[src/rtl/csr_ser_pkg.sv]
`timescale 1ns/1ps
// Package: shared constants and protocol phase encoding for the serial
// control register slave.
package csr_ser_pkg;

    // Width of one serial byte; fixed by the protocol.
    localparam int BYTE_W = 8;

    // Protocol phase of the slave sequencer.
    typedef enum logic [2:0] {
        PH_IDLE = 3'd0,   // bus free, waiting for start
        PH_DEV  = 3'd1,   // receiving the device address byte
        PH_PTR  = 3'd2,   // receiving the register index byte
        PH_WR   = 3'd3,   // receiving data bytes to store
        PH_RD   = 3'd4,   // sending register bytes
        PH_SKIP = 3'd5    // not addressed or read ended, wait for start
    } phase_t;

endpackage

[src/rtl/csr_ser_sync.sv]
`timescale 1ns/1ps
// Module: csr_ser_sync
// Brings asynchronous serial lines into the system clock domain through a
// chain of STAGES flops per line and reports the synchronised level plus
// single-cycle rise and fall pulses.
// Assumes: lines idle high, so the chain resets to ones.
module csr_ser_sync #(
    parameter int LINES  = 2,
    parameter int STAGES = 2
) (
    input  logic             clk,
    input  logic             rst_n,
    input  logic [LINES-1:0] lines_i,
    output logic [LINES-1:0] level_o,
    output logic [LINES-1:0] rise_o,
    output logic [LINES-1:0] fall_o
);

    for (genvar g = 0; g < LINES; g++) begin : g_line
        logic [STAGES:0] chain;

        // Shift the raw line through the synchroniser and one history flop.
        always_ff @(posedge clk) begin
            if (!rst_n) begin
                chain <= '1;
            end else begin
                chain <= {chain[STAGES-1:0], lines_i[g]};
            end
        end

        assign level_o[g] = chain[STAGES-1];
        assign rise_o[g]  = chain[STAGES-1] & ~chain[STAGES];
        assign fall_o[g]  = ~chain[STAGES-1] & chain[STAGES];
    end

endmodule

[src/rtl/csr_ser_cond.sv]
`timescale 1ns/1ps
// Module: csr_ser_cond
// Classifies synchronised line events into bus start, bus stop and
// ordinary clock edges.
// Assumes: inputs are single-cycle pulses from csr_ser_sync.
module csr_ser_cond (
    input  logic scl_lvl_i,
    input  logic scl_rise_i,
    input  logic scl_fall_i,
    input  logic sda_rise_i,
    input  logic sda_fall_i,
    output logic start_o,
    output logic stop_o,
    output logic bit_rise_o,
    output logic bit_fall_o
);

    // Data moving while the clock is high marks a bus condition.
    always_comb begin
        start_o    = sda_fall_i & scl_lvl_i;
        stop_o     = sda_rise_i & scl_lvl_i;
        bit_rise_o = scl_rise_i & ~(start_o | stop_o);
        bit_fall_o = scl_fall_i & ~(start_o | stop_o);
    end

endmodule

[src/rtl/csr_ser_proto.sv]
`timescale 1ns/1ps
// Module: csr_ser_proto
// Byte sequencer of the serial slave: counts bits, matches the device
// address, loads the register index, issues writes, shifts read bytes out
// inverted and drives the answer line on falling clock edges.
// Assumes: start/stop/edge inputs are exclusive single-cycle pulses.
module csr_ser_proto
    import csr_ser_pkg::*;
#(
    parameter int               ADDR_W = 7,
    parameter logic [BYTE_W-2:0] DEV_ID = 7'h12
) (
    input  logic              clk,
    input  logic              rst_n,
    input  logic              start_i,
    input  logic              stop_i,
    input  logic              rise_i,
    input  logic              fall_i,
    input  logic              data_i,
    input  logic [BYTE_W-1:0] rd_byte_i,
    output logic [ADDR_W-1:0] ptr_o,
    output logic              wr_en_o,
    output logic [ADDR_W-1:0] wr_addr_o,
    output logic [BYTE_W-1:0] wr_data_o,
    output logic              resp_o
);

    localparam logic [ADDR_W-1:0] PTR_ONE  = ADDR_W'(1);
    localparam logic [3:0]        LAST_BIT = 4'(BYTE_W - 1);
    localparam logic [3:0]        ACK_SLOT = 4'(BYTE_W);

    phase_t              phase;
    phase_t              after_ack;
    logic [3:0]          cnt;
    logic [BYTE_W-2:0]   shreg;
    logic                ack_pend;
    logic [BYTE_W-1:0]   byte_full;

    // Byte as it stands once the bit on the current rising edge is added.
    always_comb begin
        byte_full = {shreg, data_i};
    end

    // Sequencer: bit counting, byte decode, index and answer line.
    always_ff @(posedge clk) begin
        if (!rst_n) begin
            phase     <= PH_IDLE;
            after_ack <= PH_IDLE;
            cnt       <= '0;
            shreg     <= '0;
            ack_pend  <= 1'b0;
            ptr_o     <= '0;
            wr_en_o   <= 1'b0;
            wr_addr_o <= '0;
            wr_data_o <= '0;
            resp_o    <= 1'b0;
        end else begin
            wr_en_o <= 1'b0;
            if (start_i) begin
                phase    <= PH_DEV;
                cnt      <= '0;
                ack_pend <= 1'b0;
                resp_o   <= 1'b0;
            end else if (stop_i) begin
                phase    <= PH_IDLE;
                cnt      <= '0;
                ack_pend <= 1'b0;
                resp_o   <= 1'b0;
            end else if (phase != PH_IDLE && phase != PH_SKIP) begin
                if (rise_i) begin
                    if (cnt != ACK_SLOT) begin
                        shreg <= byte_full[BYTE_W-2:0];
                        cnt   <= cnt + 4'd1;
                        if (cnt == LAST_BIT) begin
                            case (phase)
                                PH_DEV: begin
                                    if (byte_full[BYTE_W-1:1] == DEV_ID) begin
                                        ack_pend  <= 1'b1;
                                        after_ack <= byte_full[0] ? PH_RD : PH_PTR;
                                    end else begin
                                        ack_pend  <= 1'b0;
                                        after_ack <= PH_SKIP;
                                    end
                                end
                                PH_PTR: begin
                                    ptr_o     <= byte_full[ADDR_W-1:0];
                                    ack_pend  <= 1'b1;
                                    after_ack <= PH_WR;
                                end
                                PH_WR: begin
                                    wr_en_o   <= 1'b1;
                                    wr_addr_o <= ptr_o;
                                    wr_data_o <= byte_full;
                                    ptr_o     <= ptr_o + PTR_ONE;
                                    ack_pend  <= 1'b1;
                                    after_ack <= PH_WR;
                                end
                                default: begin
                                    ack_pend  <= 1'b0;
                                    after_ack <= PH_RD;
                                end
                            endcase
                        end
                    end else begin
                        cnt      <= '0;
                        ack_pend <= 1'b0;
                        if (phase == PH_RD) begin
                            ptr_o <= ptr_o + PTR_ONE;
                            phase <= data_i ? PH_SKIP : PH_RD;
                        end else begin
                            phase <= after_ack;
                        end
                    end
                end else if (fall_i) begin
                    if (cnt == ACK_SLOT) begin
                        resp_o <= ack_pend;
                    end else if (phase == PH_RD) begin
                        resp_o <= ~rd_byte_i[~cnt[2:0]];
                    end else begin
                        resp_o <= 1'b0;
                    end
                end
            end
        end
    end

endmodule

[src/rtl/csr_ser_regbank.sv]
`timescale 1ns/1ps
// Module: csr_ser_regbank
// Byte register bank held as one flat vector, one write port and one
// combinational read port.
// Assumes: one write per cycle at most.
module csr_ser_regbank
    import csr_ser_pkg::*;
#(
    parameter int ADDR_W = 7
) (
    input  logic                           clk,
    input  logic                           rst_n,
    input  logic                           wr_en_i,
    input  logic [ADDR_W-1:0]              wr_addr_i,
    input  logic [BYTE_W-1:0]              wr_data_i,
    input  logic [ADDR_W-1:0]              rd_addr_i,
    output logic [BYTE_W-1:0]              rd_data_o,
    output logic [(1<<ADDR_W)*BYTE_W-1:0]  image_o
);

    localparam int DEPTH = 1 << ADDR_W;

    logic [DEPTH*BYTE_W-1:0] store;

    // Store one byte per write pulse; clear all bytes on reset.
    always_ff @(posedge clk) begin
        if (!rst_n) begin
            store <= '0;
        end else if (wr_en_i) begin
            store[int'(wr_addr_i)*BYTE_W +: BYTE_W] <= wr_data_i;
        end
    end

    // Read mux and flat export.
    always_comb begin
        rd_data_o = store[int'(rd_addr_i)*BYTE_W +: BYTE_W];
        image_o   = store;
    end

endmodule

[src/rtl/csr_ser_slave.sv]
`timescale 1ns/1ps
// Module: csr_ser_slave
// Top of the serial control register slave: synchroniser, bus condition
// classifier, byte sequencer and register bank.
// Assumes: the master changes data only while the serial clock is low and
// holds each clock phase for several system clock cycles.
module csr_ser_slave
    import csr_ser_pkg::*;
#(
    parameter int               ADDR_W      = 7,
    parameter int               SYNC_STAGES = 2,
    parameter logic [BYTE_W-2:0] DEV_ID     = 7'h12
) (
    input  logic                          clk,
    input  logic                          rst_n,
    input  logic                          ser_clk_i,
    input  logic                          ser_dat_i,
    output logic                          resp_o,
    output logic [(1<<ADDR_W)*BYTE_W-1:0] reg_image_o
);

    logic [1:0]        lvl, rse, fll;
    logic              evt_start, evt_stop, evt_rise, evt_fall;
    logic [ADDR_W-1:0] cur_ptr;
    logic              wr_en;
    logic [ADDR_W-1:0] wr_addr;
    logic [BYTE_W-1:0] wr_data;
    logic [BYTE_W-1:0] rd_byte;

    csr_ser_sync #(.LINES(2), .STAGES(SYNC_STAGES)) u_sync (
        .clk     (clk),
        .rst_n   (rst_n),
        .lines_i ({ser_dat_i, ser_clk_i}),
        .level_o (lvl),
        .rise_o  (rse),
        .fall_o  (fll)
    );

    csr_ser_cond u_cond (
        .scl_lvl_i  (lvl[0]),
        .scl_rise_i (rse[0]),
        .scl_fall_i (fll[0]),
        .sda_rise_i (rse[1]),
        .sda_fall_i (fll[1]),
        .start_o    (evt_start),
        .stop_o     (evt_stop),
        .bit_rise_o (evt_rise),
        .bit_fall_o (evt_fall)
    );

    csr_ser_proto #(.ADDR_W(ADDR_W), .DEV_ID(DEV_ID)) u_proto (
        .clk       (clk),
        .rst_n     (rst_n),
        .start_i   (evt_start),
        .stop_i    (evt_stop),
        .rise_i    (evt_rise),
        .fall_i    (evt_fall),
        .data_i    (lvl[1]),
        .rd_byte_i (rd_byte),
        .ptr_o     (cur_ptr),
        .wr_en_o   (wr_en),
        .wr_addr_o (wr_addr),
        .wr_data_o (wr_data),
        .resp_o    (resp_o)
    );

    csr_ser_regbank #(.ADDR_W(ADDR_W)) u_bank (
        .clk       (clk),
        .rst_n     (rst_n),
        .wr_en_i   (wr_en),
        .wr_addr_i (wr_addr),
        .wr_data_i (wr_data),
        .rd_addr_i (cur_ptr),
        .rd_data_o (rd_byte),
        .image_o   (reg_image_o)
    );

endmodule

[config.mk]
export PLATFORM = sky130hd
export DESIGN_NAME = csr_ser_slave
export DESIGN_NICKNAME = d
export VERILOG_FILES = /design/src/rtl/csr_ser_pkg.sv /design/src/rtl/csr_ser_sync.sv /design/src/rtl/csr_ser_cond.sv /design/src/rtl/csr_ser_proto.sv /design/src/rtl/csr_ser_regbank.sv /design/src/rtl/csr_ser_slave.sv
export SDC_FILE = /design/constraint.sdc
export NUM_CORES = 2
export LEC_CHECK = 0
export ABC_AREA = 1
export BUFFER_PORTS_ARGS = -buffer_cell sky130_fd_sc_hd__buf_2
export CAP_MARGIN = 20
export CORE_AREA = 2 2 396 398
export CTS_BUF_LIST = sky130_fd_sc_hd__clkbuf_16
export DETAILED_ROUTE_END_ITERATION = 7
export DIE_AREA = 0 0 398 400
export PLACE_DENSITY_LB_ADDON = 0.05
export SLEW_MARGIN = 15
export SYNTH_ARGS = -nofsm -noshare
export SYNTH_HDL_FRONTEND = slang
export SYNTH_HIERARCHICAL = 1
export SYNTH_SLANG_ARGS = --single-unit
[constraint.sdc]
create_clock -name clk -period 7.71 [get_ports clk]
set_clock_uncertainty 0.15 [all_clocks]
set_input_delay 0.3855 -clock clk [delete_from_list [all_inputs] [get_ports clk]]
set_output_delay 0.3855 -clock clk [all_outputs]
set_load 0.01 [all_outputs]
-- Word level (Yosys, flattened, before mapping)
Index checks and enable logic that the tools add are counted.
- output and inout bits: 1025
- bits in registers: 1072
- input port bits: 4
- $add $sub $neg: 3
- order comparisons: 1
- multiplexer cells: 25
- equal/unequal tests: 12
- bitwise operators: 23
- reduce and logical (&&, ||, !) cells: 17
- shift-type cells: 3
- operator list (kind ; count):
    bitwise mux 1024 bit ; 1
    variable shift 8 x 33 -> 1024 bit, first input constant ; 1
    indexed part select 1024 x 11 -> 8 bit ; 1
    indexed part select 8 x 33 -> 1024 bit ; 1
    negator 10 -> 33 bit ; 1
    2-to-1 mux 7 bit ; 3
    one-hot mux 7 bit (2 select lines) ; 1
    AND reduction 7 bit ; 2
    2-to-1 mux 1 bit ; 13
    inverter 1 bit ; 13
    AND reduction 3 bit ; 4
    2-to-1 mux 3 bit ; 3
    inequality test 3 bit, second input constant ; 3
    nonzero test 3 bit ; 3
    AND 1 bit ; 8
    adder 7 x 1 -> 7 bit, second input constant ; 1
    == test 7 x 5 -> 1 bit, second input constant ; 1
    OR reduction 7 bit ; 1
    == test 3 x 2 -> 1 bit, second input constant ; 2
    one-hot mux 3 bit (2 select lines) ; 1
    AND reduction 6 bit ; 1
    AND reduction 5 bit ; 1
    adder 4 x 1 -> 4 bit, second input constant ; 1
    == test 4 x 3 -> 1 bit, second input constant ; 1
    16 further kinds ; 16

-- Logic depth before layout (Yosys ltp)
- word-level depth: 10
- mapped depth: 20
- depth with buffers taken out: 18

-- Hierarchy
The synthesis kept the hierarchy.
- by module, submodules not included (module ; instances ; cells an instance ; area an instance (um^2) ; seq. area each (um^2)):
    csr_ser_regbank ; 1 ; 7964 ; 50423.4 ; 20499.7
    csr_ser_proto ; 1 ; 302 ; 2021.9 ; 840.8
    csr_ser_sync ; 1 ; 26 ; 202.7 ; 120.1
    csr_ser_cond ; 1 ; 9 ; 33.8 ; 0.0

-- Least setup slack after synthesis
OpenSTA, ideal clock, no wires.
- path kind: register to register
- start point: register u_proto.wr_addr_o[0]
- end point: register u_bank.store[976] (netlist: u_bank/image_o[976])
- slack: 4.402 ns
- required time: 7.444 ns
- stages on the path, launching flop included: 20
- path buffers: 4
- library setup time: 0.116 ns
- clock period less this slack: 3.308 ns
- arrival: 3.043 ns
- cell sequence: dfxtp_1 > inv_2 > buf_2 > clkbuf_1 > ha_1 > nand2_1 > nor2_1 > nand2_1 > inv_1 > ha_1 > inv_1 > nand3_1 > nor2_4 > inv_2 > buf_4 > buf_6 > nor2_2 > inv_2 > nor2_1 > nor2_1
- longest elaborated chain between the ends: 3
- elaborated cells on any way between the ends: 4
- classes of those cells: 1 x add/sub; 2 x shift; 1 x mux
- ends and longest elaborated chain (element ; RTL line ; text):
    start, declared ; csr_ser_proto.sv:23 ; output logic [ADDR_W-1:0] wr_addr_o,
    start signal, assigned ; csr_ser_proto.sv:92 ; wr_addr_o <= ptr_o;
    negator 10 -> 33 bit (*) ; csr_ser_regbank.sv:30 ; store[int'(wr_addr_i)*BYTE_W +: BYTE_W] <= wr_data_i;
    indexed part select 8 x 33 -> 1024 bit / variable shift 8 x 33 -> 1024 bit (equally long branches) ; csr_ser_regbank.sv:30 ;
    bitwise mux 1024 bit (*) ; csr_ser_regbank.sv:30 ;
    end signal, assigned by index ; csr_ser_regbank.sv:30 ;
    end, declared ; csr_ser_regbank.sv:23 ; logic [DEPTH*BYTE_W-1:0] store;
Mark *: on every way between the ends. The rest lies on a longest branch, timed or not.
A chain may end at the register's enable or synchronous reset.

-- Final worst setup path
- start point: register u_proto.wr_addr_o[0]
- end point: register u_bank.store[829] (netlist: u_bank/image_o[829])
The elaborated chain is that of the path after synthesis.

==> flow_summary.toml <==
[timing]
rsz0062_at_grt = "false"
maxSlewHeadroom_pct = 10.9
max_freq_mhz = 179
maxSlewViolCount = 0
worst_pin_slew_ns = 1.33
setup_viol = 0
min_period_ns = 5.60
layout_setup_ws_ns = 2.11
hold_viol = 0
setup-tns-final_ns = 0
fin_crit_sh_pct = 72.7

[worst_setup_path]
crit_type = "reg -> reg"
cp-start-kind = "flop"
critPathRequiredTime_ns = 8.25
end_kind = "flop"
worstPathMaxFanout = 30
arrival_ns = 6.14

[cells_and_area]
layout_common_cells = "nand2_1 (1885), nor2_1 (1595), nand3_1 (1279)"
syn_to_final_growth_pct = 21.3
final_common_cell = "nand2_1"
fin_nets = 9005
layout-drive-gt1-share_pct = 16.8
fillers = 17100

[floorplanning]
die_h_um = 400
die_w_um = 398
dieArea_mm2 = 0.159
core_area_mm2 = 0.155
initial_utilization_pct = 34.0
rows = 145
io_pins = 1029

[clock_network]
clk_pin_slew_ns = 0.06
cts.htree.levels = 4
cts_resized = 0
cts_made_buffers = 137
clk-insertion-delay-late_ns = 0.80
ctsRootBufferMaster = "clkbuf_16"
cts_sinks = 1072
clock_path_buffers = 3
cts_tree = "built"

[logic_synthesis]
yosysWarnings = 6
syn-instance-count = 8301
synth_edf_count = 0
ys_ff_latch = 1072
synth_seq_area_share_pct = 40.7
synth_area_mm2 = 0.0527
ys_async_sr_fraction_pct = 0
synth_cell_types = 38
synth_nets = 8310
synth_ff_type = "dfxtp_1"
syn_avg_cell_area_um2 = 6.35

[drt]
met3_length_um = 38200
wl_per_cell_um = 30.6
wl_met2_um = 145000
top_layer = "met5"
drt_wl_total_um = 342000
drc = 0
wl_met1_um = 136000
via_per_inst = 5.72
dr.pass1.iters = 6
drtIter0Drc = 9006
drtAntennaViolNets = 0
num_vias = 63900

[placed_design]
dpl_worst_slack_ns = 2.27
gp_congestion = 1.03
dp.final_hpwl_um = 255000
io_buffers = 1028

[flow_run]
max_cap_viol_count = 0

[pwr]
power_per_cell_area_mw_per_mm2 = 190
p_leak_nw = 27.6
irDropWorstVdd_mv = 0.194

[run_status]
outcome = "complete, no violations"

[global_route]
antenna_found_initial = 23
grt_start_max_net_pins = 229
grt_pass1_wl_um = 459000
overflow = 0
grt_usage_pct = 40.8
grt_pass1_vias = 56700

[worst_hold_path]
hold_path_class = "reg -> reg"
worst max-delay path: stages (launching register included):
cell,delay [ns]
dfxtp_1,0.46
inv_2,0.24
ha_1,0.33
nand2_1,0.09
nor2_1,0.05
nand2_1,0.06
inv_1,0.05
ha_2,1.09
inv_1,0.58
nand3_1,0.46
nor2_4,0.14
inv_2,0.82
nor2_1,0.44
or2_2,0.39
inv_1,0.06
nor2_1,0.04
layout make-up:
| cell class | count | area [um^2] | share of cell area (%) |
|---|---|---|---|
| inverters | 272 | 1060 | 1.65 |
| well taps | 2058 | 2570 | 4.03 |
| repair buffers | 1154 | 6330 | 9.91 |
| flip-flops and latches | 1072 | 21500 | 33.6 |
| clock buffers | 145 | 3630 | 5.68 |
| multi-input cells | 6359 | 28100 | 44.0 |
| diodes | 10 | 25.0 | 0.0392 |
| clock inverters | 95 | 678 | 1.06 |
report_power, final:
group | switching, mW | internal (mW) | total [mW]
logic | 0.146 | 0.0555 | 0.202
clock network | 2.70 | 3.67 | 6.37
registers | 0.00180 | 5.54 | 5.54
repair_timing:
item                      CTS  global route
hold endpoints to repair    6             0
hold buffers                5             0
buffers inserted            0             0
sequential cells by signal (all words and copies together), names as in the netlist:
signal and cells:
u_proto/wr_en_o 1, u_bank/image_o 1024, u_proto/ack_pend 1, u_proto/phase 3, u_proto/wr_addr_o 7, u_proto/wr_data_o 8
u_proto/ptr_o 7, u_sync/g_line.chain 6, u_proto/resp_o 1, u_proto/cnt 4, u_proto/shreg 7, u_proto/after_ack 3
path summary, 6_finish.rpt:
kind / from / cells past startpoint / to / slack [ns]
min: u_sync/g_line[1].chain[0] / 2 / u_sync/g_line[1].chain[1] / 0.26
min reg2reg: u_sync/g_line[1].chain[0] / 2 / u_sync/g_line[1].chain[1] / 0.26
max: u_proto/wr_addr_o[0] / 15 / u_bank/image_o[829] / 2.11
max reg2reg: u_proto/wr_addr_o[0] / 15 / u_bank/image_o[829] / 2.11
synth_stat cells (59+ instances only):
cell type  count  share of area, %
clkbuf_1     422               3.0
buf_1         96              0.68
a21oi_1      543               5.2
dfxtp_1     1072                41
nand4_1       59              0.70
nor2_1      1611                11
inv_1        215               1.5
buf_2         73              0.69
nor3_1        97              0.92
o21ai_0      735               7.0
nand2_1     1887                13
nand3_1     1279                12
logic make-up after synthesis:
family,after synthesis,share of synthesized area [%]
DFF,1072,40.7
xor gates and xnor gates,6,0.114
buffers and inverters,870,6.44
and+or+nand+nor,5023,39.9
adders and majority gates,5,0.119
AOI/OAI and AO/OA,1325,12.7
per-layer routing:
metal	GRT usage, %	vias to the layer above
met5	0	-
met4	24.7	8
met3	12.1	738
met2	59.7	3841
met1	52.8	30600
li1	-	28700
metrics by stage:
stage          instances  hold WS, ns  instance area (um^2)  power, mW  util, %
2_1_floorplan       8301        0.230                 52700       5.81        -
3_3_place_gp       10900        0.255                 59300       5.86     38.3
3_5_place_dp       10900        0.254                 59400       5.86     38.3
4_1_cts            11200        0.267                 63800       12.2     41.1
5_1_grt            11200        0.284                 63900       12.4     41.2
6_report           11200        0.260                 63900       12.1     41.2
No activity file was read; power rests on OpenSTA's default activity.
